`config.mk`:
```
export PLATFORM = sky130hd
export DESIGN_NAME = lpb_rx
export DESIGN_NICKNAME = d
export VERILOG_FILES = /design/src/rtl/lpb_rx.sv
export SDC_FILE = /design/constraint.sdc
export NUM_CORES = 1
export LEC_CHECK = 0
export ABC_AREA = 1
export BUFFER_PORTS_ARGS = -buffer_cell sky130_fd_sc_hd__buf_2
export CORE_MARGIN = 8
export CORE_UTILIZATION = 45
export DETAILED_ROUTE_END_ITERATION = 12
export GPL_TIMING_DRIVEN = 0
export MAX_ROUTING_LAYER = met4
export SYNTH_ARGS = -nofsm -noshare
export SYNTH_HDL_FRONTEND = slang
export SYNTH_SLANG_ARGS = --single-unit
```
`constraint.sdc`:
```
create_clock -name clk -period 3.05 [get_ports clk]
set_input_delay 0.61 -clock clk [delete_from_list [all_inputs] [get_ports clk]]
set_output_delay 0.61 -clock clk [all_outputs]
set_load 0.01 [all_outputs]
```
`src/rtl/lpb_rx.sv`:
```
module lpb_rx #(
  parameter int PERIOD  = 20,
  parameter int DTOL    = 3,
  parameter int FTOL    = 3,
  parameter int TIMEOUT = 30,
  parameter int WBITS   = 16
) (
  input  logic             clk,
  input  logic             rst_n,
  input  logic             pulse_i,
  output logic [WBITS-1:0] word_o,
  output logic             word_vld_o,
  output logic             err_o
);
  localparam int HALF = PERIOD / 2;
  localparam int GW   = $clog2(TIMEOUT + 1);
  localparam int NW   = $clog2(WBITS + 2);
  localparam logic [GW-1:0] D_LO = GW'(HALF - DTOL);
  localparam logic [GW-1:0] D_HI = GW'(HALF + DTOL);
  localparam logic [GW-1:0] F_LO = GW'(PERIOD - FTOL);
  localparam logic [GW-1:0] F_HI = GW'(PERIOD + FTOL);
  localparam logic [GW-1:0] T_LIM = GW'(TIMEOUT);

  logic             active;
  logic [GW-1:0]    gap;
  logic [NW-1:0]    nfr;
  logic             got_data;
  logic [WBITS-1:0] shreg;

  logic in_data, in_frame, frame_ok, data_ok, bad, last;
  logic [WBITS-1:0] next_word;

  assign in_data   = (gap >= D_LO) && (gap <= D_HI);
  assign in_frame  = (gap >= F_LO) && (gap <= F_HI);
  assign frame_ok  = active && pulse_i && in_frame;
  assign data_ok   = active && pulse_i && in_data && !got_data;
  assign bad       = active && ((pulse_i && !in_frame && !data_ok) ||
                                (!pulse_i && gap >= T_LIM));
  assign last      = frame_ok && (nfr == NW'(WBITS));
  assign next_word = {got_data, shreg[WBITS-1:1]};

  always_ff @(posedge clk) begin
    if (!rst_n) begin
      active     <= 1'b0;
      gap        <= '0;
      nfr        <= '0;
      got_data   <= 1'b0;
      shreg      <= '0;
      word_o     <= '0;
      word_vld_o <= 1'b0;
      err_o      <= 1'b0;
    end else begin
      word_vld_o <= last;
      err_o      <= bad;
      if (!active) begin
        if (pulse_i) begin
          active   <= 1'b1;
          gap      <= GW'(1);
          nfr      <= NW'(1);
          got_data <= 1'b0;
        end
      end else if (bad) begin
        active <= 1'b0;
      end else if (frame_ok) begin
        shreg    <= next_word;
        got_data <= 1'b0;
        gap      <= GW'(1);
        nfr      <= nfr + NW'(1);
        if (last) begin
          active <= 1'b0;
          word_o <= next_word;
        end
      end else begin
        if (data_ok) got_data <= 1'b1;
        gap <= gap + GW'(1);
      end
    end
  end
endmodule

```
# Word-level counts from Yosys, hierarchy flattened
# Index checks and enable logic that the tools add are counted.
# word_totals
in_bits,3
regBits,46
latch_bits,0
rom_bits,0
ram_bits,0
mem_count,0
# classes
div_mod_pow,0
eq_ne,4
bitwise_logic,1
n_mul,0
shift,0
muxes,17
addsub,2
order_cmp,5
reduce_logical,22
# op_table
cell,count
two-way mux 5 bit,7
logical AND 1 bit,11
"adder 5 x 1 -> 5 bit, second input constant",2
"greater-or-equal comparator 5 bit, second input constant",2
two-way mux 1 bit,10
AND reduction 3 bit,3
"== test 5 bit, second input constant",1
"greater-or-equal comparator 5 x 3 -> 1 bit, second input constant",1
"<= comparator 5 x 4 -> 1 bit, second input constant",1
"<= comparator 5 bit, second input constant",1
zero test 1 bit,4
AND reduction 4 bit,1
"!= test 3 x 1 -> 1 bit, second input constant",1
"!= test 2 x 1 -> 1 bit, second input constant",1
"!= test 2 bit, second input constant",1
AND reduction 2 bit,1
nonzero test 2 bit,1
logical OR 1 bit,1
inverter 1 bit,1

# Depth between registers and ports, before layout
# Gate-level depths: netlist of the first run.
# depth
ltp_word,10
depth_mapped,13
ltp_nobuf,13

# Least setup slack after synthesis of the first run
# OpenSTA, ideal clock, no wires.
# synth_timing
path_type,reg-to-reg
start,register gap[0]
end,register word_o[10]
t_arrival_ps,1420
stages_incl_launch_ff,10
period_less_slack_ps,1558
setup_slack_ps,1492
path_cell_list,dfxtp_1 ha_1 nor2_1 nand2_1 nand2_1 nor2_4 nand3_4 nor2_4 buf_2 a211oi_2
# synth_between
elab_chain_cells,10
elab_cells_between_ends,20
classes_between,order compare (5); bitwise (1); reduce/logical (14)
# synth_rtl
element,line,rtl
"start, declared",25,logic [GW-1:0] gap;
"start signal, assigned",75,gap <= gap + GW'(1);
greater-or-equal comparator 5 x 3 -> 1 bit / <= comparator 5 x 4 -> 1 bit (equally long branches),33,assign in_data = (gap >= D_LO) && (gap <= D_HI);
logical AND 1 bit,33,
logical AND 1 bit (2 in series),36,assign data_ok = active && pulse_i && in_data && !got_data;
zero test 1 bit,37,assign bad = active && ((pulse_i && !in_frame && !data_ok) ||
logical AND 1 bit,37,
logical OR 1 bit,37,
logical AND 1 bit,37,
inverter 1 bit (no line),-,
AND reduction 4 bit (no line) *,-,
"end signal, assigned",71,word_o <= next_word;
"end, declared",11,"output logic [WBITS-1:0] word_o,"
# Every way passes the cells marked *; elsewhere a longest branch is shown, timed or not.
# A chain may end at the register's enable or synchronous reset.

# Final worst setup path of the first run
# layout_timing
start,register gap[0]
end,register word_o[11]
# Same word-level chain as after synthesis.

==> results of run 1 <==
-- cells by family (layout without fill, tap and decap cells) --
family	Yosys count	in the layout	share of synthesized area, %
XOR/XNOR	1	1	0.458
AND/OR/NAND/NOR	76	76	18.8
AO/OA/AOI/OAI	63	63	21.3
flip-flops	45	45	47.1
adder cells (fa/ha/maj)	5	5	3.27
buffers and inverters	41	69	9.10
-- worst register-to-register path, cell delays in order, from the launching register on --
cell,delay (ns)
dfxtp_1,0.43
ha_1,0.19
nor2_1,0.04
nand2_1,0.08
nand2_1,0.08
nor2_4,0.13
nand3_4,0.17
nor2_4,0.20
buf_2,0.29
a211oi_2,0.10
-- power breakdown --
| part | switching [mW] | internal [mW] | total, mW |
|---|---|---|---|
| Combinational | 0.0445 | 0.0191 | 0.0635 |
| Clock | 0.207 | 0.163 | 0.370 |
| Sequential | 0.00583 | 0.593 | 0.599 |
| Total | 0.258 | 0.775 | 1.03 |
-- layer usage --
layer / GRT usage [%] / vias up / part of all wire, %
met3: 3.09 / 7 / 2.7
met2: 22.0 / 25 / 46
li1: - / 817 / -
met4: 5.36 / 0 / 1.6
met1: 17.5 / 714 / 50
met5: - / - / 0
-- flip-flops by register name (all words and copies together) (netlist names) --
name,flops
shreg,15
word_o,16
nfr,5
gap,5
got_data,1
active,1
word_vld_o,1
err_o,1
-- layout make-up --
type | instances | area [um^2] | area share (%)
plain buffers | 10 | 57.6 | 2.66
clock buffers | 5 | 68.8 | 3.18
clock inverters | 3 | 21.3 | 0.983
inverters | 31 | 116 | 5.38
multi-input cells | 145 | 837 | 38.7
flip-flops and latches | 45 | 901 | 41.6
well taps | 50 | 62.6 | 2.89
repair buffers | 20 | 100 | 4.62
-- final timing paths --
check | startpoint | slack, ns | depth (start not counted) | end
max | gap[0] | 1.19 | 9 | word_o[11]
min | shreg[1] | 0.45 | 2 | shreg[1]
min reg2reg | shreg[1] | 0.45 | 2 | shreg[1]
max reg2reg | gap[0] | 1.19 | 9 | word_o[11]
-- cells in the final DEF (no fill, tap or decap), drive strengths merged --
cell type / Yosys / routed
buf: 6 / 26
and3: 1 / 1
xor2: 1 / 1
or2: 1 / 1
nand2: 22 / 22
clkbuf: 4 / 9
o2111ai: 1 / 1
a21oi: 28 / 28
a211oi: 13 / 13
nor2: 28 / 28
dfxtp: 45 / 45
nand3: 14 / 14
o21ai: 21 / 21
clkinv: 1 / 2
nor3: 9 / 9
nand4: 1 / 1
inv: 30 / 31
ha: 5 / 5
clkinvlp: 0 / 1
-- cell usage after synthesis (all sizes together) (4+ instances only) --
cell,number,area share (%)
a21oi,28,7.3
nor3,9,2.4
buf,6,2.2
dfxtp,45,47
clkbuf,4,0.85
inv,30,5.9
o21ai,21,5.5
ha,5,3.3
nor2,28,6.4
nand2,22,4.5
nand3,14,4.6
a211oi,13,8.0
==> results by group, run 1 <==
Power and ir drop
  • Worst vdd ir: 0.323 mV
  • Power Dens Cells: 477 nW/um^2
  • Pleak: 0.854 nW
  • Total power: 1.03 mW

Worst setup path
  • Kind of critical path: reg2reg
  • Crit Path Max Fanout: 10
  • Arr. time, crit path: 2.02 ns
  • CP top delay family: simple AND/OR/NAND/NOR gates
  • Critical Path, Cell by Cell: ha_1, nor2_1, nand2_1, nand2_1, nor2_4, nand3_4, nor2_4, buf_2, a211oi_2
  • Worst path required time: 3.21 ns
  • Endpoint class of the critical path: flip-flop
  • Worst Path Buf+Inv: 1
  • Worst path max stage delay: 0.43 ns
  • Slowest CP cell: dfxtp_1
  • CP startpoint kind: flip-flop

Detailed routing
  • Via-to-Cell Ratio: 5.06
  • Via count: 1563
  • Avg WL per Cell: 12.8 um
  • First-pass detailed-route iteration total: 4
  • DR iter-0 viols: 70
  • Antenna viol nets, final: 0
  • Routed Wire Length: 3.97 mm
  • DR DRC count: 0

Layout
  • Final core utilization: 53.3%
  • Synthesis-to-finish area growth: 13.2%
  • Fill cell count: 385
  • Design area: 2160 um^2
  • Final net count: 266
  • Post-route insts no fill: 309
  • Ant. Diodes: 0
  • Share of cells above drive strength 1: 20.5%

STA
  • Fmax: 0.538 GHz
  • RSZ-0062 raised after global routing: false
  • Period utilization: 60.9%
  • Final Max Slew Viols: 0
  • Tmin final: 1.86 ns
  • Max-slew headroom: 59.4%
  • Worst Hold Slack: 0.455 ns
  • Worst-margin pin slew: 0.609 ns
  • Final hold violations: 0
  • TNS Setup: 0 ns
  • Clock Skews: 0.00623 ns
  • Setup ws final: 1.19 ns
  • Final setup viols: 0

Clock network
  • Post-CTS setup buffer count: 0
  • Post-CTS sizing: 0
  • # hold bufs at CTS: 0
  • H-tree Lvls: 2
  • Clk slew on worst S/H paths: 0.09 ns
  • Root Buffer: clkbuf_8
  • Clk_lat worst skew: 0.29 ns
  • CTS sink count: 45
  • CTS tree: built
  • CTS Buf Count: 5
  • Longest Clk Path Bufs: 2

Synthesis
  • Number of enable flip-flop cells after synthesis: 0
  • Post-synthesis cell type count: 29
  • Post-synth ARST share: 0%
  • Post-synthesis cell count: 231
  • Syn_nets: 239
  • Register bit total from synthesis: 45
  • Ys flop type: dfxtp_1
  • Syn avg cell area: 8.28 um^2
  • Synth warn: 0
  • Seq/Total Area, Yosys: 47.1%
  • Cell Area, Synth: 1910 um^2

Place
  • DP HPWL: 2.84 mm
  • Cell Area, Placed: 2070 um^2
  • Placed insts: 301
  • Port bufs: 20
  • GPL Wtd Cong: 0.828
  • Worst slack at placement: 1.17 ns

Min path
  • Worst Hold Class: reg2reg

Die
  • Initial Util: 47.1%
  • Die footprint: 6590 um^2
  • Std cell rows: 23
  • Io pins: 21
  • Die Ht: 81.2 um
  • Die width: 81.2 um
  • Core box area: 4060 um^2

GRT
  • Initial antenna violation count: 0
  • First-pass GRT wire length: 7.22 mm
  • Largest net degree at the start of global routing: 16
  • Vias in the first global route: 1621
  • GRT Residual Overflow: 0
  • GRT Util Overall: 14.1%

Status
  • Outcome: complete, no violations

Job
  • Max-Cap Viols: 0
(Power assumes the default switching activity.)
==> inputs of run 2 (changes only) <==
==> constraint.sdc (replaced) <==
create_clock -name clk -period 1.9 [get_ports clk]
set_input_delay 0.38 -clock clk [delete_from_list [all_inputs] [get_ports clk]]
set_output_delay 0.38 -clock clk [all_outputs]
set_load 0.01 [all_outputs]
==> results by group, run 2 (synthesis results as in run 1) <==
Die
  • Die footprint: 6590 um^2 (unchanged)
  • Core box area: 4060 um^2 (unchanged)
  • Die width: 81.2 um (unchanged)
  • Initial Util: 47.1% (unchanged)
  • Io pins: 21 (unchanged)
  • Std cell rows: 23 (unchanged)
  • Die Ht: 81.2 um (unchanged)

Layout
  • Design area: 2210 um^2 (+2.1%)
  • Ant. Diodes: 0 (unchanged)
  • Regs by FF count: word_o x16, shreg x15
  • Commonest non-fill, non-tap cell in the layout: dfxtp_1
  • Largest reg by FF count: word_o
  • Final net count: 270 (+1.5%)
  • Area of the multi-input gates: 842 um^2 (+0.60%)
  • Most frequent cells in the layout: 43 x dfxtp_1, 29 x inv_1, 28 x a21oi_1
  • Register area: 903 um^2 (+0.28%)
  • Fill cell count: 378 (-1.8%)
  • Number of flip-flops in the largest register: 16 (unchanged)
  • Final core utilization: 54.5% (+1.1 points)
  • Share of cells above drive strength 1: 23.6% (+3.1 points)
  • Synthesis-to-finish area growth: 15.6%

Status
  • Outcome: complete, no violations

Worst setup path
  • Worst path required time: 2.10 ns (-1.11 ns)
  • Endpoint class of the critical path: flip-flop
  • CP startpoint kind: flip-flop
  • Most frequent CP cell: nand2_1
  • Slowest CP cell: dfxtp_2
  • Kind of critical path: reg2reg
  • Worst path max stage delay: 0.36 ns (-0.07 ns)
  • Arr. time, crit path: 1.97 ns (-0.05 ns)
  • Critical Path, Cell by Cell: inv_1, ha_1, nor2_1, nand2_1, nand2_1, nor2_4, nand3_4, buf_4, clkbuf_2, nor3_1
  • Crit Path Max Fanout: 10 (unchanged)

STA
  • Period utilization: 92.9% (+32 points)
  • RSZ-0062 raised after global routing: true
  • TNS Setup: 0 ns (unchanged)
  • Worst-margin pin slew: 0.616 ns (+0.00724 ns)
  • Max-slew headroom: 58.9% (-0.48 points)
  • Final hold violations: 0 (unchanged)
  • Tmin final: 1.77 ns (-0.0922 ns)
  • Final Max Slew Viols: 0 (unchanged)
  • Final setup viols: 0 (unchanged)
  • Clock Skews: 0.00577 ns (-0.000460 ns)
  • Fmax: 0.567 GHz (+5.2%)

Detailed routing
  • Routed Wire Length: 3.99 mm (+0.55%)
  • Avg WL per Cell: 12.7 um (-0.73%)
  • Via count: 1594 (+2.0%)
  • First-pass detailed-route iteration total: 4 (unchanged)
  • Via-to-Cell Ratio: 5.09 (+0.68%)
  • Antenna viol nets, final: 0 (unchanged)
  • DR DRC count: 0 (unchanged)
  • DR iter-0 viols: 58 (-17%)

Clock network
  • CTS tree: built
  • CTS sink count: 45 (unchanged)
  • Longest Clk Path Bufs: 2 (unchanged)
  • Root Buffer: clkbuf_8
  • CTS Buf Count: 5 (unchanged)
  • H-tree Lvls: 2 (unchanged)
  • Clk_lat worst skew: 0.29 ns (about the same)
  • Clk slew on worst S/H paths: 0.09 ns (about the same)

GRT
  • Largest net degree at the start of global routing: 16 (unchanged)
  • GRT Residual Overflow: 0 (unchanged)
  • GRT Util Overall: 14.1% (unchanged)
  • Initial antenna violation count: 0 (unchanged)
  • First-pass GRT wire length: 7.22 mm (unchanged)
  • Vias in the first global route: 1621 (unchanged)

Power and ir drop
  • Worst vdd ir: 0.521 mV (+62%)
  • Total power: 1.66 mW (+61%)
  • Pleak: 0.872 nW (+2.1%)
  • Power Dens Cells: 752 nW/um^2 (+58%)

Place
  • GPL Wtd Cong: 0.828 (unchanged)
  • Cell Area, Placed: 2070 um^2 (unchanged)
  • Port bufs: 20 (unchanged)
  • DP HPWL: 2.84 mm (unchanged)

Job
  • Max-Cap Viols: 0 (unchanged)

Min path
  • Worst Hold Class: in2reg
==> run 2: per-layer routing <==
| layer | routed length, um | vias up | GRT usage [%] |
|---|---|---|---|
| met5 | 0 | - | - |
| met4 | 64 | 0 | 5.36 |
| met3 | 139 | 7 | 3.09 |
| met2 | 1860 | 29 | 22.0 |
| met1 | 1930 | 732 | 17.5 |
| li1 | - | 826 | - |
==> run 2: where the power goes <==
part	total [mW]	switching, mW	internal, mW
logic	0.104	0.0729	0.0315
clock network	0.595	0.333	0.261
registers	0.963	0.00953	0.953
total	1.66	0.416	1.25
==> run 2: stage by stage <==
stage | hold WS [ns] | cells | setup WS, ns
4_1_cts | 0.393 | 309 | 0.0362
2_1_floorplan | 0.429 | 231 | 0.342
3_5_place_dp | 0.443 | 301 | 0.0517
6_report | 0.398 | 313 | 0.135
5_1_grt | 0.401 | 313 | -0.0144
3_3_place_gp | 0.441 | 301 | 0.0542
==> run 2: layout make-up <==
class	count	share of cell area [%]
buffer	10	2.94
clock buffer	5	3.11
clock inverter	3	0.963
inverter	31	5.27
multi-input combinational	145	38.1
sequential	45	40.9
tap	50	2.83
timing repair buffer	24	5.89
==> run 2: worst paths after layout <==
kind	cells past startpoint	slack, ns	to	start
setup / recovery	10	0.13	word_vld_o	gap[1]
hold / removal	3	0.40	nfr[0]	rst_n
setup reg to reg	10	0.13	word_vld_o	gap[1]
hold reg to reg	2	0.46	shreg[1]	shreg[1]
==> run 2: critical path: cells and delay by family, from the launching register on <==
| family | cells | cell delay [ns] |
|---|---|---|
| flops | 1 | 0.36 |
| fa+ha+maj | 1 | 0.15 |
| buf+inv | 3 | 0.45 |
| simple gates | 6 | 0.71 |
==> run 2: repair_timing <==
action,in CTS,in global routing
buffers inserted,0,4
gates resized for setup,0,8
endpoints found under the setup margin,0,36
hold buffers,0,0
